[src/rtl/flash_status_poller.sv]
module flash_status_poller #(
  parameter int IW = 8
) (
  input  logic          clk,
  input  logic          rst_n,
  input  logic          start,
  input  logic          abort,
  input  logic [7:0]    instr,
  input  logic [7:0]    mask,
  input  logic [7:0]    match_val,
  input  logic [IW-1:0] interval,
  input  logic          stop_on_match,
  input  logic [3:0]    io_in,
  output logic          busy,
  output logic          match_flag,
  output logic [7:0]    status_byte,
  output logic          sclk,
  output logic          cs_n,
  output logic [3:0]    io_out,
  output logic          io_oe
);
  localparam int GW = IW + 1;

  typedef enum logic [1:0] {S_IDLE, S_XFER, S_GAP} st_t;

  st_t           st;
  logic [2:0]    step;
  logic [GW-1:0] gap_cnt;
  logic [7:0]    l_instr, l_mask, l_val;
  logic [IW-1:0] l_iv;
  logic          l_stop;
  logic [3:0]    hi_nib;

  logic [IW-1:0] iv_eff;
  logic [GW-1:0] gap_end;
  logic [7:0]    rx_byte;
  logic          hit;

  assign iv_eff  = (l_iv == '0) ? IW'(1) : l_iv;
  assign gap_end = {iv_eff, 1'b0} - GW'(1);
  assign rx_byte = {hi_nib, io_in};
  assign hit     = ((rx_byte & l_mask) == l_val);

  assign busy   = (st != S_IDLE);
  assign cs_n   = (st != S_XFER);
  assign sclk   = (st == S_XFER) & step[0];
  assign io_oe  = (st == S_XFER) & ~step[2];
  assign io_out = step[1] ? l_instr[3:0] : l_instr[7:4];

  always_ff @(posedge clk) begin
    if (!rst_n) begin
      st          <= S_IDLE;
      step        <= '0;
      gap_cnt     <= '0;
      l_instr     <= '0;
      l_mask      <= '0;
      l_val       <= '0;
      l_iv        <= '0;
      l_stop      <= 1'b0;
      hi_nib      <= '0;
      match_flag  <= 1'b0;
      status_byte <= '0;
    end else if (abort) begin
      st   <= S_IDLE;
      step <= '0;
    end else begin
      unique case (st)
        S_IDLE: if (start) begin
          st         <= S_XFER;
          step       <= '0;
          l_instr    <= instr;
          l_mask     <= mask;
          l_val      <= match_val;
          l_iv       <= interval;
          l_stop     <= stop_on_match;
          match_flag <= 1'b0;
        end
        S_XFER: begin
          step <= step + 3'd1;
          if (step == 3'd5) hi_nib <= io_in;
          if (step == 3'd7) begin
            status_byte <= rx_byte;
            if (hit) match_flag <= 1'b1;
            st      <= (hit && l_stop) ? S_IDLE : S_GAP;
            gap_cnt <= '0;
          end
        end
        S_GAP: begin
          if (gap_cnt == gap_end) begin
            st   <= S_XFER;
            step <= '0;
          end else begin
            gap_cnt <= gap_cnt + GW'(1);
          end
        end
        default: st <= S_IDLE;
      endcase
    end
  end
endmodule


[config.mk]
export PLATFORM = sky130hd
export DESIGN_NAME = flash_status_poller
export DESIGN_NICKNAME = d
export VERILOG_FILES = /design/src/rtl/flash_status_poller.sv
export SDC_FILE = /design/constraint.sdc
export NUM_CORES = 1
export LEC_CHECK = 0
export ABC_CLOCK_PERIOD_IN_PS = 3500
export BUFFER_PORTS_ARGS = -buffer_cell sky130_fd_sc_hd__buf_2
export CAP_MARGIN = 0
export CELL_PAD_IN_SITES_DETAIL_PLACEMENT = 1
export CELL_PAD_IN_SITES_GLOBAL_PLACEMENT = 2
export CORE_ASPECT_RATIO = 0.7
export CORE_MARGIN = 3
export CORE_UTILIZATION = 33
export CTS_BUF_LIST = sky130_fd_sc_hd__clkbuf_2
export DETAILED_ROUTE_END_ITERATION = 7
export PLACE_DENSITY = 0.84
export RECOVER_POWER = 100
export SKIP_CTS_REPAIR_TIMING = 1
export SYNTH_ARGS = -nofsm -noshare
export SYNTH_HDL_FRONTEND = slang
export SYNTH_SLANG_ARGS = --single-unit
[constraint.sdc]
create_clock -name clk -period 3.5 [get_ports clk]
set_clock_uncertainty 0.05 [all_clocks]
set_input_delay 0 -clock clk [delete_from_list [all_inputs] [get_ports clk]]
set_output_delay 0 -clock clk [all_outputs]
set_load 0.02 [all_outputs]
==> results by group <==
Status
  – Status: completed

Route
  – Vias per inst: 4.76
  – Drt initial violations: 79
  – DRC: 0
  – WL/cell: 14.5 um
  – Drt total wl: 8.22 mm
  – Via count: roughly 2700
  – ANT nets after route: 0
  – TritonRoute pass-1 iters: 5

STA
  – Fmax: 0.307 GHz
  – Final Max Tran Viols: 0
  – Setup TNS: 0 ns
  – Final setup margin: 0.246 ns
  – Fin. Hold Viols: 0
  – Fin crit share: 0.930
  – Setup violations, final: 0
  – RSZ-0062 raised after global routing: no
  – Max_slew headroom: 0.494
  – Worst hold slack: 0.0300 ns
  – Minimum clock period: 3.25 ns
  – Worst-Margin Slew: ~0.76 ns

Finish
  – Core Util, Final: 0.443
  – Number of diodes: 0
  – Final nets: slightly below 500
  – Area delta synth->final: 29.4%
  – Fraction of layout cells with a size suffix above 1: 0.158

Logic synthesis
  – Mapped Cells: 352
  – Synth warn: 0
  – Synthesized cell area: between 0.002 and 0.003 mm2
  – Primary FF master, synth: dfxtp_1
  – Mux contribution to synthesized area: 0.0398
  – Synth Area in Adders: 0.0214
  – Compound-Gate Fraction of Synth Area: 0.185
  – Simple-gate area share of the yosys netlist: 0.248
  – Share of flip-flops with an asynchronous set or reset: 0
  – Yosys reg bits: 60
  – Xor and xnor area share after synthesis: 0.0599
  – Number of synthesized flops with an enable pin: 0
  – Cell variety after synth: between 40 and 50
  – Largest family of logic cells by synthesized area: simple AND/OR/NAND/NOR gates
  – Sequential area share after synthesis: 0.411
  – Synthesized Nets: 398
  – Mean post-synth cell area: 8.31 um2

Die
  – Num ports: 58
  – Die span in y: 84.8 um
  – Cell Rows: 28
  – Die area: 0.0100 mm2
  – Initial Utilization: 0.342
  – Core Box Area: 0.00855 mm2
  – Die span in x: 119 um

Power
  – Sw frac: 0.285
  – Clk pwr share: 0.323
  – Combinational power share: 0.146
  – Lkg Pwr: 0.00141 uW
  – Cell Pwr Density: 359 mW/mm2
  – VDD IR max: roughly 170 uV
  – Final Power: 1360 uW
  – Seq pwr share: 0.531
  – NetSw: 387 uW
  – Internal cell power: 971 uW

Clock network
  – Number of CTS-inserted buffers: 9
  – Maximum root-to-sink buffer count: 2
  – CTS root buffer: clkbuf_2
  – Clock transition at path regs: 0.17 ns
  – Clock latency on the worst-skew pair: 0.49 ns
  – H-tree levels: 3
  – CTS tree: built
  – Sink Count: 60

Placed design
  – Placement Setup Slack: 0.631 ns
  – # port buffers: 57
  – Detailed placer's ending HPWL: 5.61 mm
  – Global placer's final weighted congestion: about 0.83

Global routing
  – Grt met3 use: 0.0532
  – Largest net degree at the start of global routing: 53
  – Initial antenna violation count: 0
  – Met2 GRT Util: 0.246
  – Grt ovf: 0
  – Via count of the first global-routing pass: 2552
  – Met1 Track Usage GR: 0.217
  – Gr busiest metal: met2
  – GRT Resource Usage Total: 0.158
  – First-pass GRT wire length: 12.8 mm

Worst setup path
  – Critical path fanouts, max: 6
  – Type of origin of the critical path: flip-flop
  – Critical Path End Type: flip-flop
  – Crit path DAT: approximately 3.6 ns
  – Crit path kind: reg2reg
  – Critical Path RT: 3.84 ns

Hold path
  – Hold crit path type: in2reg

Run
  – Max-cap violations: 0
==> cell families (layout without fill, tap and decap cells) <==
| kind of cell | after synthesis | in the layout |
|---|---|---|
| flops | 60 | 60 |
| fa+ha+maj | 5 | 5 |
| compound gates | 74 | 74 |
| xor+xnor | 20 | 20 |
| mux | 11 | 11 |
| buf+inv | 25 | 121 |
| simple gates | 157 | 157 |
==> flip-flops by register name, summed over array words and instances (netlist names) <==
register	count
st	2
step	3
l_iv	8
l_stop	1
status_byte	8
hi_nib	4
l_val	8
l_instr	8
match_flag	1
gap_cnt	9
l_mask	8
==> layer usage <==
layer	wire (um)	part of all wire	vias to the layer above
met2	3980	0.48	43
met1	3960	0.48	1279
li1	-	-	1380
met4	10	0.0012	0
met3	269	0.033	2
met5	0	0	-
==> critical path, stage by stage, from the launching register on <==
cell           delay [ns]
dfxtp_1              0.42
nor4_4               0.43
a31oi_1              0.16
ha_1                 0.31
xor2_1               0.14
o2111ai_1            0.12
a311oi_1             0.27
nand4_2              0.18
or2_4                0.29
nand2_2              0.12
a311oi_1             0.10
dlygate4sd3_1        0.57
==> placed cells by master (no fill, tap or decap), types with 3 or more instances in the layout <==
cell and count:
xnor2_1 16, nor4_1 3, mux2i_1 6, xor2_1 4
clkbuf_1 17, o211ai_1 3, nor2_1 13, nand2_1 103
buf_2 41, or3_1 4, o21ai_0 7, clkbuf_2 10
inv_1 5, a21boi_0 39, nand3_1 5, a311oi_1 4
and3_1 5, dfxtp_1 60, a31oi_1 4, ha_1 5
a21oi_1 5, nor2b_1 4, dlygate4sd3_1 40, mux2_2 5
==> final cells by class <==
class                      instances  area (um2)
sequential                        60        1200
clock buffer                      10        50.0
multi-input combinational        267        1620
inverter                           5        18.8
clock inverter                     6        63.8
fill                            1094        4760
tap                              120         150
timing repair buffer             100         684
==> Yosys cell counts, types with 6 or more instances <==
cell type | n | area share
a21boi_1 | 41 | 0.11
clkbuf_1 | 18 | 0.023
dfxtp_1 | 60 | 0.41
mux2i_1 | 6 | 0.021
nand2_1 | 103 | 0.13
nor2_1 | 13 | 0.017
xnor2_1 | 16 | 0.048
==> worst paths after layout <==
check	depth (start not counted)	startpoint	end	slack, ns
hold / removal	3	rst_n	match_flag$_SDFFE_PN0P_	0.03
setup reg to reg	11	l_iv[2]$_SDFFE_PN0P_	step[0]$_SDFFE_PP0P_	0.25
hold reg to reg	2	l_mask[7]$_SDFFE_PN0P_	l_mask[7]$_SDFFE_PN0P_	0.42
setup / recovery	11	l_iv[2]$_SDFFE_PN0P_	step[0]$_SDFFE_PP0P_	0.25
==> power by group through the flow <==
| stage | Combinational, uW | Clock (uW) | Sequential (uW) |
|---|---|---|---|
| after global routing | 223 | 491 | 725 |
| final | 199 | 439 | 721 |
| after floorplan | 115 | 0 | 730 |
| after detailed placement | 172 | 0 | 736 |
| after global placement | 167 | 0 | 735 |
| after CTS | 173 | 456 | 722 |
==> metrics by stage <==
step | instance area [um2] | std cells
CTS | 3420 | 528
global placement | 3300 | 512
finish | 3790 | 568
global route | 3790 | 568
floorplan | 2930 | 352
detailed placement | 3300 | 512
Note: power is estimated with default switching activity, not from simulation.
